===== src/rtl/dpll_pkg.sv =====
package dpll_pkg;
  localparam int CODE_W = 4;
  localparam int KW     = (1 << CODE_W) + 1;

  // Mask of the live counter bits for a bandwidth code: code+2 ones, or none for code 0.
  function automatic logic [31:0] k_mask(input int unsigned code, input int unsigned kw);
    logic [31:0] m;
    if (code == 0) m = '0;
    else m = 32'hFFFF_FFFF >> (32 - kw + (kw - 2 - code));
    return m;
  endfunction
endpackage


===== src/rtl/dpll_phase_det.sv =====
module dpll_phase_det (
  input  logic clk,
  input  logic rst,
  input  logic ref_in,
  input  logic cmp_in,
  input  logic sel,
  output logic pd_out
);
  logic ref_q, cmp_q, ec_q;
  logic rise_ref, rise_cmp;

  assign rise_ref = ref_in & ~ref_q;
  assign rise_cmp = cmp_in & ~cmp_q;

  always_ff @(posedge clk) begin
    if (rst) begin
      ref_q <= 1'b0;
      cmp_q <= 1'b0;
      ec_q  <= 1'b0;
    end else begin
      ref_q <= ref_in;
      cmp_q <= cmp_in;
      if (rise_ref && !rise_cmp)      ec_q <= 1'b1;
      else if (rise_cmp && !rise_ref) ec_q <= 1'b0;
    end
  end

  assign pd_out = sel ? ec_q : (ref_in ^ cmp_in);

  // a lone reference edge sets the edge detector
  a_r3_ec_set: assert property (@(posedge clk) disable iff (rst)
    (rise_ref && !rise_cmp) |=> ec_q);
  // a lone comparison edge clears it
  a_r3_ec_clr: assert property (@(posedge clk) disable iff (rst)
    (rise_cmp && !rise_ref) |=> !ec_q);
  // without lone edges the state holds
  a_r3_ec_hold: assert property (@(posedge clk) disable iff (rst)
    (rise_ref == rise_cmp) |=> $stable(ec_q));
endmodule


===== src/rtl/dpll_kcounter.sv =====
module dpll_kcounter #(
  parameter int CW = dpll_pkg::CODE_W,
  localparam int KW = (1 << CW) + 1
) (
  input  logic          clk,
  input  logic          rst,
  input  logic          k_en,
  input  logic [CW-1:0] code,
  input  logic          dn,
  output logic          carry,
  output logic          borrow
);
  logic [KW-1:0] cnt, mask, cur;
  logic          run, at_top, at_bot;

  assign mask   = KW'(dpll_pkg::k_mask(code, KW));
  assign cur    = cnt & mask;
  assign run    = k_en && (code != '0);
  assign at_top = run && !dn && (cur == mask);
  assign at_bot = run && dn && (cur == '0);

  always_ff @(posedge clk) begin
    if (rst) begin
      cnt    <= '0;
      carry  <= 1'b0;
      borrow <= 1'b0;
    end else begin
      carry  <= at_top;
      borrow <= at_bot;
      if (run) begin
        if (at_top)      cnt <= '0;
        else if (at_bot) cnt <= mask;
        else if (dn)     cnt <= cur - 1'b1;
        else             cnt <= cur + 1'b1;
      end
    end
  end

  // a stopped counter holds and is silent
  a_r4_off_hold: assert property (@(posedge clk) disable iff (rst)
    (code == '0) |=> ($stable(cnt) && !carry && !borrow));
  // no strobe, no motion
  a_r7_no_strobe: assert property (@(posedge clk) disable iff (rst)
    !k_en |=> ($stable(cnt) && !carry && !borrow));
  // the two wrap pulses never coincide
  a_r5_r6_exclusive: assert property (@(posedge clk) disable iff (rst)
    !(carry && borrow));
  // an upward wrap lands on zero
  a_r5_wrap_zero: assert property (@(posedge clk) disable iff (rst)
    carry |-> (cnt == '0));
endmodule


===== src/rtl/dpll_idstage.sv =====
module dpll_idstage (
  input  logic clk,
  input  logic rst,
  input  logic id_en,
  input  logic carry,
  input  logic borrow,
  output logic id_out
);
  logic c_pend, b_pend;
  logic tog, c_clr, b_clr;

  always_comb begin
    tog   = 1'b0;
    c_clr = 1'b0;
    b_clr = 1'b0;
    if (c_pend && b_pend) begin
      tog   = id_en;
      c_clr = 1'b1;
      b_clr = 1'b1;
    end else if (b_pend) begin
      b_clr = id_en;
    end else if (c_pend) begin
      tog   = 1'b1;
      c_clr = !id_en;
    end else begin
      tog   = id_en;
    end
  end

  always_ff @(posedge clk) begin
    if (rst) begin
      c_pend <= 1'b0;
      b_pend <= 1'b0;
      id_out <= 1'b0;
    end else begin
      c_pend <= (c_pend && !c_clr) || carry;
      b_pend <= (b_pend && !b_clr) || borrow;
      id_out <= id_out ^ tog;
    end
  end

  // plain toggling with nothing pending
  a_r9_plain: assert property (@(posedge clk) disable iff (rst)
    (!c_pend && !b_pend) |=> (id_out == ($past(id_out) ^ $past(id_en))));
  // a pending deletion swallows the strobe
  a_r10_delete: assert property (@(posedge clk) disable iff (rst)
    (b_pend && !c_pend && id_en) |=> $stable(id_out));
  // a pending insertion fires in a free cycle
  a_r11_insert: assert property (@(posedge clk) disable iff (rst)
    (c_pend && !b_pend && !id_en) |=> (id_out != $past(id_out)));
  // opposite edits cancel
  a_r12_cancel: assert property (@(posedge clk) disable iff (rst)
    (c_pend && b_pend && !carry && !borrow) |=> (!c_pend && !b_pend));
endmodule


===== src/rtl/dpll_core.sv =====
module dpll_core #(
  parameter int CW = dpll_pkg::CODE_W
) (
  input  logic          clk,
  input  logic          rst,
  input  logic          k_en,
  input  logic          id_en,
  input  logic          ref_in,
  input  logic          cmp_in,
  input  logic [CW-1:0] bw_code,
  input  logic          pd_sel,
  output logic          pd_out,
  output logic          carry,
  output logic          borrow,
  output logic          id_out
);
  dpll_phase_det u_pd (
    .clk(clk), .rst(rst), .ref_in(ref_in), .cmp_in(cmp_in),
    .sel(pd_sel), .pd_out(pd_out)
  );

  dpll_kcounter #(.CW(CW)) u_kc (
    .clk(clk), .rst(rst), .k_en(k_en), .code(bw_code), .dn(pd_out),
    .carry(carry), .borrow(borrow)
  );

  dpll_idstage u_id (
    .clk(clk), .rst(rst), .id_en(id_en), .carry(carry), .borrow(borrow),
    .id_out(id_out)
  );

  // reset leaves the registered outputs low
  a_r1_reset: assert property (@(posedge clk)
    rst |=> (!carry && !borrow && !id_out));
endmodule


===== config.mk =====
export PLATFORM = sky130hd
export DESIGN_NAME = dpll_core
export DESIGN_NICKNAME = d
export VERILOG_FILES = /design/src/rtl/dpll_pkg.sv /design/src/rtl/dpll_phase_det.sv /design/src/rtl/dpll_kcounter.sv /design/src/rtl/dpll_idstage.sv /design/src/rtl/dpll_core.sv
export SDC_FILE = /design/constraint.sdc
export NUM_CORES = 1
export LEC_CHECK = 0
export BUFFER_PORTS_ARGS = -buffer_cell sky130_fd_sc_hd__clkbuf_2
export CORE_MARGIN = 4
export CORE_UTILIZATION = 45
export DETAILED_ROUTE_END_ITERATION = 7
export PLACE_DENSITY = 0.61
export SLEW_MARGIN = 40
export SYNTH_ARGS = -nofsm -noshare
export SYNTH_HDL_FRONTEND = slang
export SYNTH_SLANG_ARGS = --single-unit

===== constraint.sdc =====
create_clock -name clk -period 5.13 [get_ports clk]
set_input_delay 1.026 -clock clk [delete_from_list [all_inputs] [get_ports clk]]
set_output_delay 1.026 -clock clk [all_outputs]
set_load 0.02 [all_outputs]

Yosys cells after proc, flatten, opt, wreduce, memory -nomap -nowiden

Cells that the tools add are included.

Bits in registers: 25
Input bits: 11
Word-level logic and storage cells: 59
Output and inout bits: 4

Muxes and demuxes: 15
Shift operators: 1
Bitwise operators: 7
Add/subtract/negate cells: 4
Eq/ne operators: 1
Reductions and logical operators: 22

Operators by type and width:

| kind                                                                   | count |
|---|---|
| 17-bit 2-to-1 mux                                                      | 4 |
| 4-bit by 32-bit adder with 32-bit output (first input constant)        | 1 |
| 32-bit by 32-bit right shift with 17-bit output (first input constant) | 1 |
| 17-bit by 1-bit adder with 17-bit output (second input constant)       | 1 |
| 17-bit AND                                                             | 1 |
| 17-bit equality test                                                   | 1 |
| 17-bit zero test                                                       | 1 |
| 17-bit by 1-bit subtractor with 17-bit output (second input constant)  | 1 |
| 1-bit 2-to-1 mux                                                       | 11 |
| 1-bit logical AND                                                      | 10 |
| 1-bit zero test                                                        | 6 |
| 4-bit by 4-bit subtractor with 5-bit output (first input constant)     | 1 |
| 4-bit zero test                                                        | 1 |
| 4-bit nonzero test                                                     | 1 |
| 1-bit AND                                                              | 2 |
| 1-bit logical OR                                                       | 2 |
| 1-bit NOT                                                              | 2 |
| 2-bit nonzero test                                                     | 1 |
| 1-bit bitwise XOR                                                      | 2 |

Logic depth before layout (Yosys ltp)

Gate-level depths: netlist of run 1.

Depth in word-level cells: 9
Gate-level depth with buffers: 16
Gate-level depth less buffers: 16

Modules after synthesis

A second synthesis of run 1 with hierarchy kept.

Cell total of the unflattened synthesis: 360
Area total of the unflattened synthesis: 2781.4 um2

By module, submodules not included:

| module         | times used | cells an instance | area an instance (um2) | sequential area each (um2) |
|---|---|---|---|---|
| dpll_kcounter  | 1          | 334               | 2513.7                 | 380.4 |
| dpll_idstage   | 1          | 13                | 138.9                  | 60.1 |
| dpll_phase_det | 1          | 13                | 128.9                  | 60.1 |

Worst setup path after synthesis of run 1

OpenSTA, ideal clock, no wires.

Path kind: input -> register
Start point: input ref_in
End point: register u_kc.cnt[15]
Cell stages on the path: 11
Data required time: 5.008 ns
Buffers on the path: 0
Library setup time: 0.122 ns
Path slack: -0.096 ns
Arrival: 5.104 ns
Cells stage by stage: xnor2_1 -> o21ai_0 -> ha_1 -> a211oi_1 -> o32ai_1 -> o31ai_1 -> o21ai_0 -> a31o_2 -> a21oi_1 -> xnor2_1 -> a221o_1

Word-level cells in the longest chain between the ends: 6
Elaborated cells on any way between the ends: 10
Classes of those cells: 4 x mux; 1 x bitwise; 5 x reduce/logical

Ends and longest elaborated chain:

| element                                                       | line                                     | source |
|---|---|---|
| from (decl)                                                   | dpll_core.sv:8                           | `input logic ref_in,` |
| 1-bit bitwise XOR *                                           | dpll_phase_det.sv:28                     | `assign pd_out = sel ? ec_q : (ref_in ^ cmp_in);` |
| 1-bit 2-to-1 mux *                                            | dpll_phase_det.sv:28                     |  |
| named net pd_out                                              | dpll_core.sv:12                          | `output logic pd_out,` |
| 1-bit logical AND / 1-bit zero test (equally long branches)   | dpll_kcounter.sv:20, dpll_kcounter.sv:19 |  |
| 1-bit logical AND (on tied branches)                          | dpll_kcounter.sv:20, dpll_kcounter.sv:19 |  |
| 17-bit 2-to-1 mux / 1-bit logical AND (equally long branches) | dpll_kcounter.sv:32, dpll_kcounter.sv:19 |  |
| 17-bit 2-to-1 mux *                                           | dpll_kcounter.sv:31                      | `if (at_top) cnt <= '0;` |
| to (signal assigned)                                          | dpll_kcounter.sv:32                      | `else if (at_bot) cnt <= mask;` |
| to (signal assigned)                                          | dpll_kcounter.sv:33                      | `else if (dn) cnt <= cur - 1'b1;` |
| to (signal assigned)                                          | dpll_kcounter.sv:34                      | `else cnt <= cur + 1'b1;` |
| to (decl)                                                     | dpll_kcounter.sv:13                      | `logic [KW-1:0] cnt, mask, cur;` |

The timed path passes the listed nets; every way through them passes the cells marked *.
A chain may end at the register's enable or synchronous reset.

Worst setup path after layout of run 1

Start point: input bw_code[1]
End point: register u_kc.cnt[15]

Word-level cells in the longest chain between the ends: 9
Elaborated cells on any way between the ends: 19
Classes of those cells: 4 x add/sub; 1 x eq/ne; 1 x shift; 4 x mux; 1 x bitwise; 8 x reduce/logical

Ends and longest elaborated chain:

| element                                                          | line                                     | source |
|---|---|---|
| from (decl)                                                      | dpll_core.sv:10                          | `input logic [CW-1:0] bw_code,` |
| 4-bit by 4-bit subtractor with 5-bit output                      | dpll_pkg.sv:9                            | `else m = 32'hFFFF_FFFF >> (32 - kw + (kw - 2 - code));` |
| 4-bit by 32-bit adder with 32-bit output                         | dpll_pkg.sv:9                            |  |
| 32-bit by 32-bit right shift with 17-bit output                  | dpll_pkg.sv:9                            |  |
| 17-bit 2-to-1 mux                                                | dpll_pkg.sv:8                            | `if (code == 0) m = '0;` |
| 17-bit AND                                                       | dpll_kcounter.sv:17                      | `assign cur = cnt & mask;` |
| 17-bit by 1-bit adder with 17-bit output (tied with other cells) | dpll_kcounter.sv:34                      |  |
| 17-bit 2-to-1 mux / 1-bit logical AND (equally long branches)    | dpll_kcounter.sv:33, dpll_kcounter.sv:20 |  |
| 17-bit 2-to-1 mux                                                | dpll_kcounter.sv:32                      |  |
| 17-bit 2-to-1 mux                                                | dpll_kcounter.sv:31                      |  |

Several ways; a longest one is shown, not always the timed one.

==> out/metrics.csv, run 1 <==
stage,metric,value,unit
synth,Post-synth EDFFs,0,
worst_hold_path,Hold Path Class,register to register,
die,Cell Rows,27,
routing,Remaining DRCs,0,
power,Leak,1.16,nW
synth,Area contributors post-synth,"dfxtp_1 (19%), ha_1 (10%), a21oi_1 (5.7%)",
synth,Ys Warns,0,
routing,First DRT Iteration DRCs,243,
synth,"top cells by count, synth","nand2_1 (36), a21oi_1 (30), nor2_1 (28)",
sta,post-route clock period utilization,0.886,
die,core box area,5570,sq um
status,outcome,"complete, no violations",
clock_tree,total CTS buffers,3,
die,DIE AREA,7120,sq um
clock_tree,"Clk Latency, worst-skew pair",0.29,ns
synth,Mean Syn Cell Area,7.46,sq um
worst_setup_path,CP Capture Type,register,
grt,largest net degree at the start of global routing,26,
worst_setup_path,reg2reg end,u_kc.cnt[15],
layout,Final nets,392,
routing,detailed-route via count,2630,
worst_setup_path,critical path peak fanout,16,
synth,register area share after synthesis,0.191,
die,Initial Util,0.471,
synth,cell with the most instances after synthesis,nand2_1,
grt,initial antenna violation count,0,
grt,gr usage total,0.200,
job,max-cap violations,0,
clock_tree,Root Buffer,clkbuf_8,
clock_tree,clk sink count,25,
layout,fill cell count,586,
worst_setup_path,Worst setup SP type,input pin,
die,DIE HEIGHT,84.4,microns
sta,setup TNS,0,ns
layout,Area growth syn-to-layout,5.77,%
synth,asr flop ratio synth,0,
layout,antenna cells,0,
synth,ys flop type,dfxtp_1,
synth,Post-Synthesis Cell Area,2630,sq um
power,Peak VDD IR,0.102,mV
placed_design,Detailed Place HPWL,5620,microns
routing,DR vias/cell,6.12,
synth,Synth Register Bits,25,
sta,Worst Clk Skew,0.00761,ns
sta,final slew viol count,0,
clock_tree,Post-CTS Setup Bufs,0,
synth,"area leader, netlist",dfxtp_1,
worst_setup_path,critical path startpoint,bw_code[1],
die,IO Pins,15,
clock_tree,H-tree levels,1,
grt,vias in the first global route,2243,
layout,share of layout cells above drive strength 1,0.0978,
worst_setup_path,Worst Setup EP,u_kc.cnt[15],
clock_tree,hold buffer count at CTS,0,
sta,final count of hold timing violations,0,
routing,DR WL/cell,17.0,microns
worst_setup_path,Worst EP arrival,4.73,ns
clock_tree,Post-CTS Resized,0,
routing,Initial DRT Pass Iterations,5,
worst_setup_path,r2r startpoint,u_pd.ec_q,
worst_setup_path,r2r setup slk,2.04,ns
clock_tree,"CTS clk-pin slew, worst paths",0.10,ns
clock_tree,Longest Clk Path Bufs,2,
routing,post-detailed-route count of antenna-violating nets,0,
placed_design,IO Port Bufs,14,
synth,Synth top area share,0.191,
die,Die X,84.4,microns
sta,FMAX,0.220,GHz
grt,global-route wire length before repair,11700,microns
grt,gr ovfl total,0,
synth,Gate Count Post-Synth,352,
sta,Slew @ Worst Pin,0.812,ns
clock_tree,CTS tree,done,
synth,Netlist cell types,64,
sta,Max-slew headroom,0.459,
synth,syn_nets,385,
worst_setup_path,Setup CP Type,input pin to register,
layout,fin util,0.498,
power,PwrDens,225,nW/um^2
sta,Final setup viols,0,
sta,Period minus WS final,4.55,ns
worst_setup_path,Worst Path Required,5.32,ns
worst_setup_path,FF-to-FF path depth,12,
placed_design,routability cong.,0.905,
routing,DRT Wirelength,7320,microns
sta,RSZ-0062 raised after global routing,no,
state kept, by name, indices dropped and copies added, names as in the netlist:
signal       flops
u_pd.ec_q        1
u_kc.carry       1
u_kc.cnt        17
u_pd.ref_q       1
u_pd.cmp_q       1
u_id.b_pend      1
u_kc.borrow      1
u_id.id_out      1
u_id.c_pend      1
cells by family (layout without fill, tap and decap cells):
logic type,Yosys count,count (layout),synth area share
AND/OR/NAND/NOR,141,141,0.290
flip-flops,25,25,0.191
multiplexers,5,5,0.0214
adder cells (fa/ha/maj),23,23,0.112
AO/OA/AOI/OAI,108,108,0.273
buffers and inverters,32,38,0.0534
XOR/XNOR,18,18,0.0601
critical path: stages:
cell,delay [ns]
clkbuf_2,0.19
ha_1,0.54
nand2_1,0.15
o22ai_1,0.26
o211ai_1,0.18
nand2_1,0.15
inv_1,0.08
ha_1,0.19
nor4b_1,0.39
o32ai_1,0.20
o31ai_1,0.39
o21ai_0,0.18
a31o_2,0.26
a21oi_1,0.16
xnor2_1,0.09
a221o_1,0.29
area by class of cell:
| type | instances | area (sq um) | area share |
|---|---|---|---|
| multi-input combinational | 295 | 1990 | 0.716 |
| inverter | 19 | 71.3 | 0.0257 |
| tap | 72 | 90.1 | 0.0324 |
| sequential | 25 | 500 | 0.180 |
| timing repair buffer | 15 | 77.6 | 0.0279 |
| clock buffer | 3 | 41.3 | 0.0149 |
| clock inverter | 1 | 7.51 | 0.00270 |
metrics by stage:
| stage | power, W | instance area (sq um) | hold WS [ns] | setup WS, ns | cells |
|---|---|---|---|---|---|
| 6_report | 0.000624 | 2780 | 0.462 | 0.585 | 430 |
| 5_1_grt | 0.000660 | 2780 | 0.486 | 0.272 | 430 |
| 4_1_cts | 0.000617 | 2780 | 0.467 | 0.601 | 430 |
| 3_5_place_dp | 0.000491 | 2730 | 0.452 | 0.312 | 426 |
| 3_3_place_gp | 0.000492 | 2730 | 0.445 | 0.445 | 426 |
| 2_1_floorplan | 0.000431 | 2630 | 0.436 | 0.630 | 352 |
cells in the final DEF, fill, tap and decap left out, types with 6 or more instances in the layout:
cell      Yosys  final
o21ai_0      22     21
dfxtp_1      25     25
clkbuf_2      0     14
nor2_1       28     28
a21oi_1      30     30
a21o_1        7      7
and2_1        6      6
nand2_1      36     36
nand2b_1      8      8
inv_1        19     19
ha_1         21     21
nand3_1      12     12
xnor2_1      11     11
nor3_1       11     11
xor2_1        7      7
nor2b_1       9      9
worst min path at each step:
stage	start	endpoint	slack, ns	cells past startpoint
5_1_grt	u_kc.cnt[4]	u_kc.cnt[4]	0.49	2
2_1_floorplan	u_kc.cnt[4]	u_kc.cnt[4]	0.44	2
3_3_place_gp	u_kc.cnt[4]	u_kc.cnt[4]	0.45	2
6_report	u_kc.cnt[4]	u_kc.cnt[4]	0.46	2
3_5_place_dp	u_kc.cnt[4]	u_kc.cnt[4]	0.45	2
4_1_cts	u_kc.cnt[4]	u_kc.cnt[4]	0.47	2
routing by layer:
| layer | wire [microns] | GRT usage |
|---|---|---|
| met1 | 3590 | 0.292 |
| met2 | 3230 | 0.320 |
| met3 | 398 | 0.0137 |
| met4 | 101 | 0.0475 |
| met5 | 0 | 0 |
power breakdown:
part           switching, W  internal (W)
Sequential        0.0000164      0.000211
Clock             0.0000757     0.0000554
Combinational      0.000167     0.0000995
Total              0.000259      0.000366
No activity file was read; power rests on OpenSTA's default activity.
==> run 2, diff against run 1 <==
--- a/config.mk
+++ b/config.mk
@@ -6,10 +6,12 @@
 export NUM_CORES = 1
 export LEC_CHECK = 0
 export BUFFER_PORTS_ARGS = -buffer_cell sky130_fd_sc_hd__clkbuf_2
+export CELL_PAD_IN_SITES_DETAIL_PLACEMENT = 1
+export CELL_PAD_IN_SITES_GLOBAL_PLACEMENT = 2
 export CORE_MARGIN = 4
-export CORE_UTILIZATION = 45
+export CORE_UTILIZATION = 36
 export DETAILED_ROUTE_END_ITERATION = 7
-export PLACE_DENSITY = 0.61
+export PLACE_DENSITY = 0.79
 export SLEW_MARGIN = 40
 export SYNTH_ARGS = -nofsm -noshare
 export SYNTH_HDL_FRONTEND = slang
==> out/metrics.csv, run 2 (synthesis results as in run 1) <==
stage,metric,value,unit,change
grt,initial antenna violation count,0,,unchanged
placed_design,IO Port Bufs,14,,unchanged
layout,Final nets,395,,was 392
die,core box area,6940,sq um,was 5570 sq um
sta,Period minus WS final,4.53,ns,was 4.55 ns
grt,vias in the first global route,2696,,was 2243
clock_tree,"CTS clk-pin slew, worst paths",0.10,ns,about the same
die,IO Pins,15,,unchanged
layout,Area growth syn-to-layout,7.77,%,was 5.77%
layout,fin util,0.407,,was 0.498
routing,DRT Wirelength,8580,microns,was 7320 microns
clock_tree,hold buffer count at CTS,0,,unchanged
worst_setup_path,Worst setup SP type,input pin,,unchanged
power,Peak VDD IR,0.0894,mV,was 0.102 mV
grt,gr usage total,0.206,,was 0.200
clock_tree,H-tree levels,1,,unchanged
routing,Initial DRT Pass Iterations,4,,was 5
worst_setup_path,reg2reg end,u_kc.cnt[15],,unchanged
grt,gr ovfl total,0,,unchanged
worst_setup_path,Worst EP arrival,4.70,ns,was 4.73 ns
worst_setup_path,Worst Path Required,5.30,ns,was 5.32 ns
layout,most flop-heavy register,u_kc.cnt,,unchanged
sta,FMAX,0.221,GHz,was 0.220 GHz
sta,final hold slack,0.485,ns,was 0.462 ns
routing,post-detailed-route count of antenna-violating nets,0,,unchanged
worst_hold_path,Hold Path Class,register to register,,unchanged
power,total power draw,0.000632,W,was 0.000624 W
clock_tree,Post-CTS Resized,0,,unchanged
placed_design,routability cong.,0.856,,was 0.905
worst_setup_path,FF-to-FF path depth,10,,was 12
job,max-cap violations,0,,unchanged
sta,setup TNS,0,ns,unchanged
die,Initial Util,0.378,,was 0.471
clock_tree,total CTS buffers,3,,unchanged
die,Die X,93.4,microns,was 84.4 microns
sta,RSZ-0062 raised after global routing,no,,unchanged
die,DIE HEIGHT,93.4,microns,was 84.4 microns
worst_hold_path,"Endpoint, Worst Hold",u_kc.cnt[4],,unchanged
layout,most frequent cells in the layout,"nand2_1 (36), a21oi_1 (30), nor2_1 (28), dfxtp_1 (25)",,unchanged
die,DIE AREA,8720,sq um,was 7120 sq um
grt,largest net degree at the start of global routing,26,,unchanged
routing,Remaining DRCs,0,,unchanged
layout,"commonest non-fill, non-tap cell in the layout",nand2_1,,unchanged
routing,DR vias/cell,5.71,,was 6.12
worst_setup_path,Setup CP Type,input pin to register,,unchanged
clock_tree,CTS tree,done,,unchanged
worst_hold_path,Worst Hold Launch,u_kc.cnt[4],,unchanged
sta,Slew @ Worst Pin,0.799,ns,was 0.812 ns
worst_setup_path,CP Capture Type,register,,unchanged
layout,max reg flops,17,,unchanged
sta,final count of hold timing violations,0,,unchanged
sta,Final setup viols,0,,unchanged
layout,share of layout cells above drive strength 1,0.105,,was 0.0978
clock_tree,"Clk Latency, worst-skew pair",0.28,ns,was 0.29 ns
layout,antenna cells,0,,unchanged
sta,post-route clock period utilization,0.883,,was 0.886
clock_tree,clk sink count,25,,unchanged
clock_tree,Longest Clk Path Bufs,2,,unchanged
worst_setup_path,r2r startpoint,u_kc.cnt[3],,was u_pd.ec_q
clock_tree,Root Buffer,clkbuf_8,,unchanged
power,Leak,1.17,nW,was 1.16 nW
layout,fill cell count,904,,was 586
clock_tree,Post-CTS Setup Bufs,0,,unchanged
worst_setup_path,critical path peak fanout,10,,was 16
placed_design,DP Worst Slack,0.292,ns,was 0.312 ns
placed_design,Detailed Place HPWL,6940,microns,was 5620 microns
worst_hold_path,hold path depth,2,,unchanged
die,Cell Rows,30,,was 27
status,outcome,"complete, no violations",,unchanged
power,PwrDens,223,nW/um^2,was 225 nW/um^2
sta,final slew viol count,0,,unchanged
routing,detailed-route via count,2609,,was 2630
routing,DR WL/cell,18.8,microns,was 17.0 microns
sta,Max-slew headroom,0.467,,was 0.459
grt,global-route wire length before repair,14200,microns,was 11700 microns
worst_setup_path,r2r setup slk,1.85,ns,was 2.04 ns
sta,Worst Clk Skew,0.00226,ns,was 0.00761 ns
routing,First DRT Iteration DRCs,79,,was 243
sta,Final WS setup,0.600,ns,was 0.585 ns
[run 2: where the power goes]
| part | leakage (nW) | internal (W) | switching [W] |
|---|---|---|---|
| clock | 0.0217 | 0.0000552 | 0.0000716 |
| sequential | 0.205 | 0.000211 | 0.0000167 |
| combinational | 0.946 | 0.000102 | 0.000175 |
[run 2: how the worst max path moves through the flow]
stage               slack [ns]           end  startpoint  cells after the start
floorplan                 0.63  u_kc.cnt[15]      ref_in                     11
global placement          0.34  u_kc.cnt[15]  bw_code[0]                     15
detailed placement        0.29  u_kc.cnt[15]  bw_code[0]                     15
CTS                       0.60  u_kc.cnt[15]  bw_code[0]                     15
global route              0.27  u_kc.cnt[15]  bw_code[1]                     14
finish                    0.60  u_kc.cnt[15]  bw_code[0]                     15
[run 2: cell type report]
type	instances	area, sq um	share of cell area
multi-input cells	295	1990	0.703
repair buffers	18	100	0.0354
clock buffers	3	41.3	0.0146
inverters	19	71.3	0.0252
clock inverters	1	7.51	0.00265
flip-flops and latches	25	500	0.177
well taps	96	120	0.0425
[run 2: through the flow]
| step | instances | cell area [sq um] |
|---|---|---|
| 6_report | 457 | 2830 |
| 4_1_cts | 457 | 2830 |
| 3_5_place_dp | 453 | 2780 |
| 2_1_floorplan | 352 | 2630 |
| 3_3_place_gp | 453 | 2780 |
| 5_1_grt | 457 | 2830 |
[run 2: critical path, stage by stage]
cell and delay (ns):
clkbuf_2 0.16, inv_1 0.11, ha_1 0.34, nor2_1 0.08, o21a_1 0.20, nor3b_1 0.47
ha_1 0.36, a211oi_1 0.33, o32ai_1 0.19, o31ai_1 0.39, o21ai_0 0.21, a31o_2 0.26
a21oi_1 0.17, xnor2_1 0.09, a221o_1 0.30
[run 2: routing by layer]
metal  GRT usage  part of all wire
met1       0.274              0.48
met2       0.365              0.48
met3      0.0177             0.028
met4      0.0366            0.0073
met5           0                 0
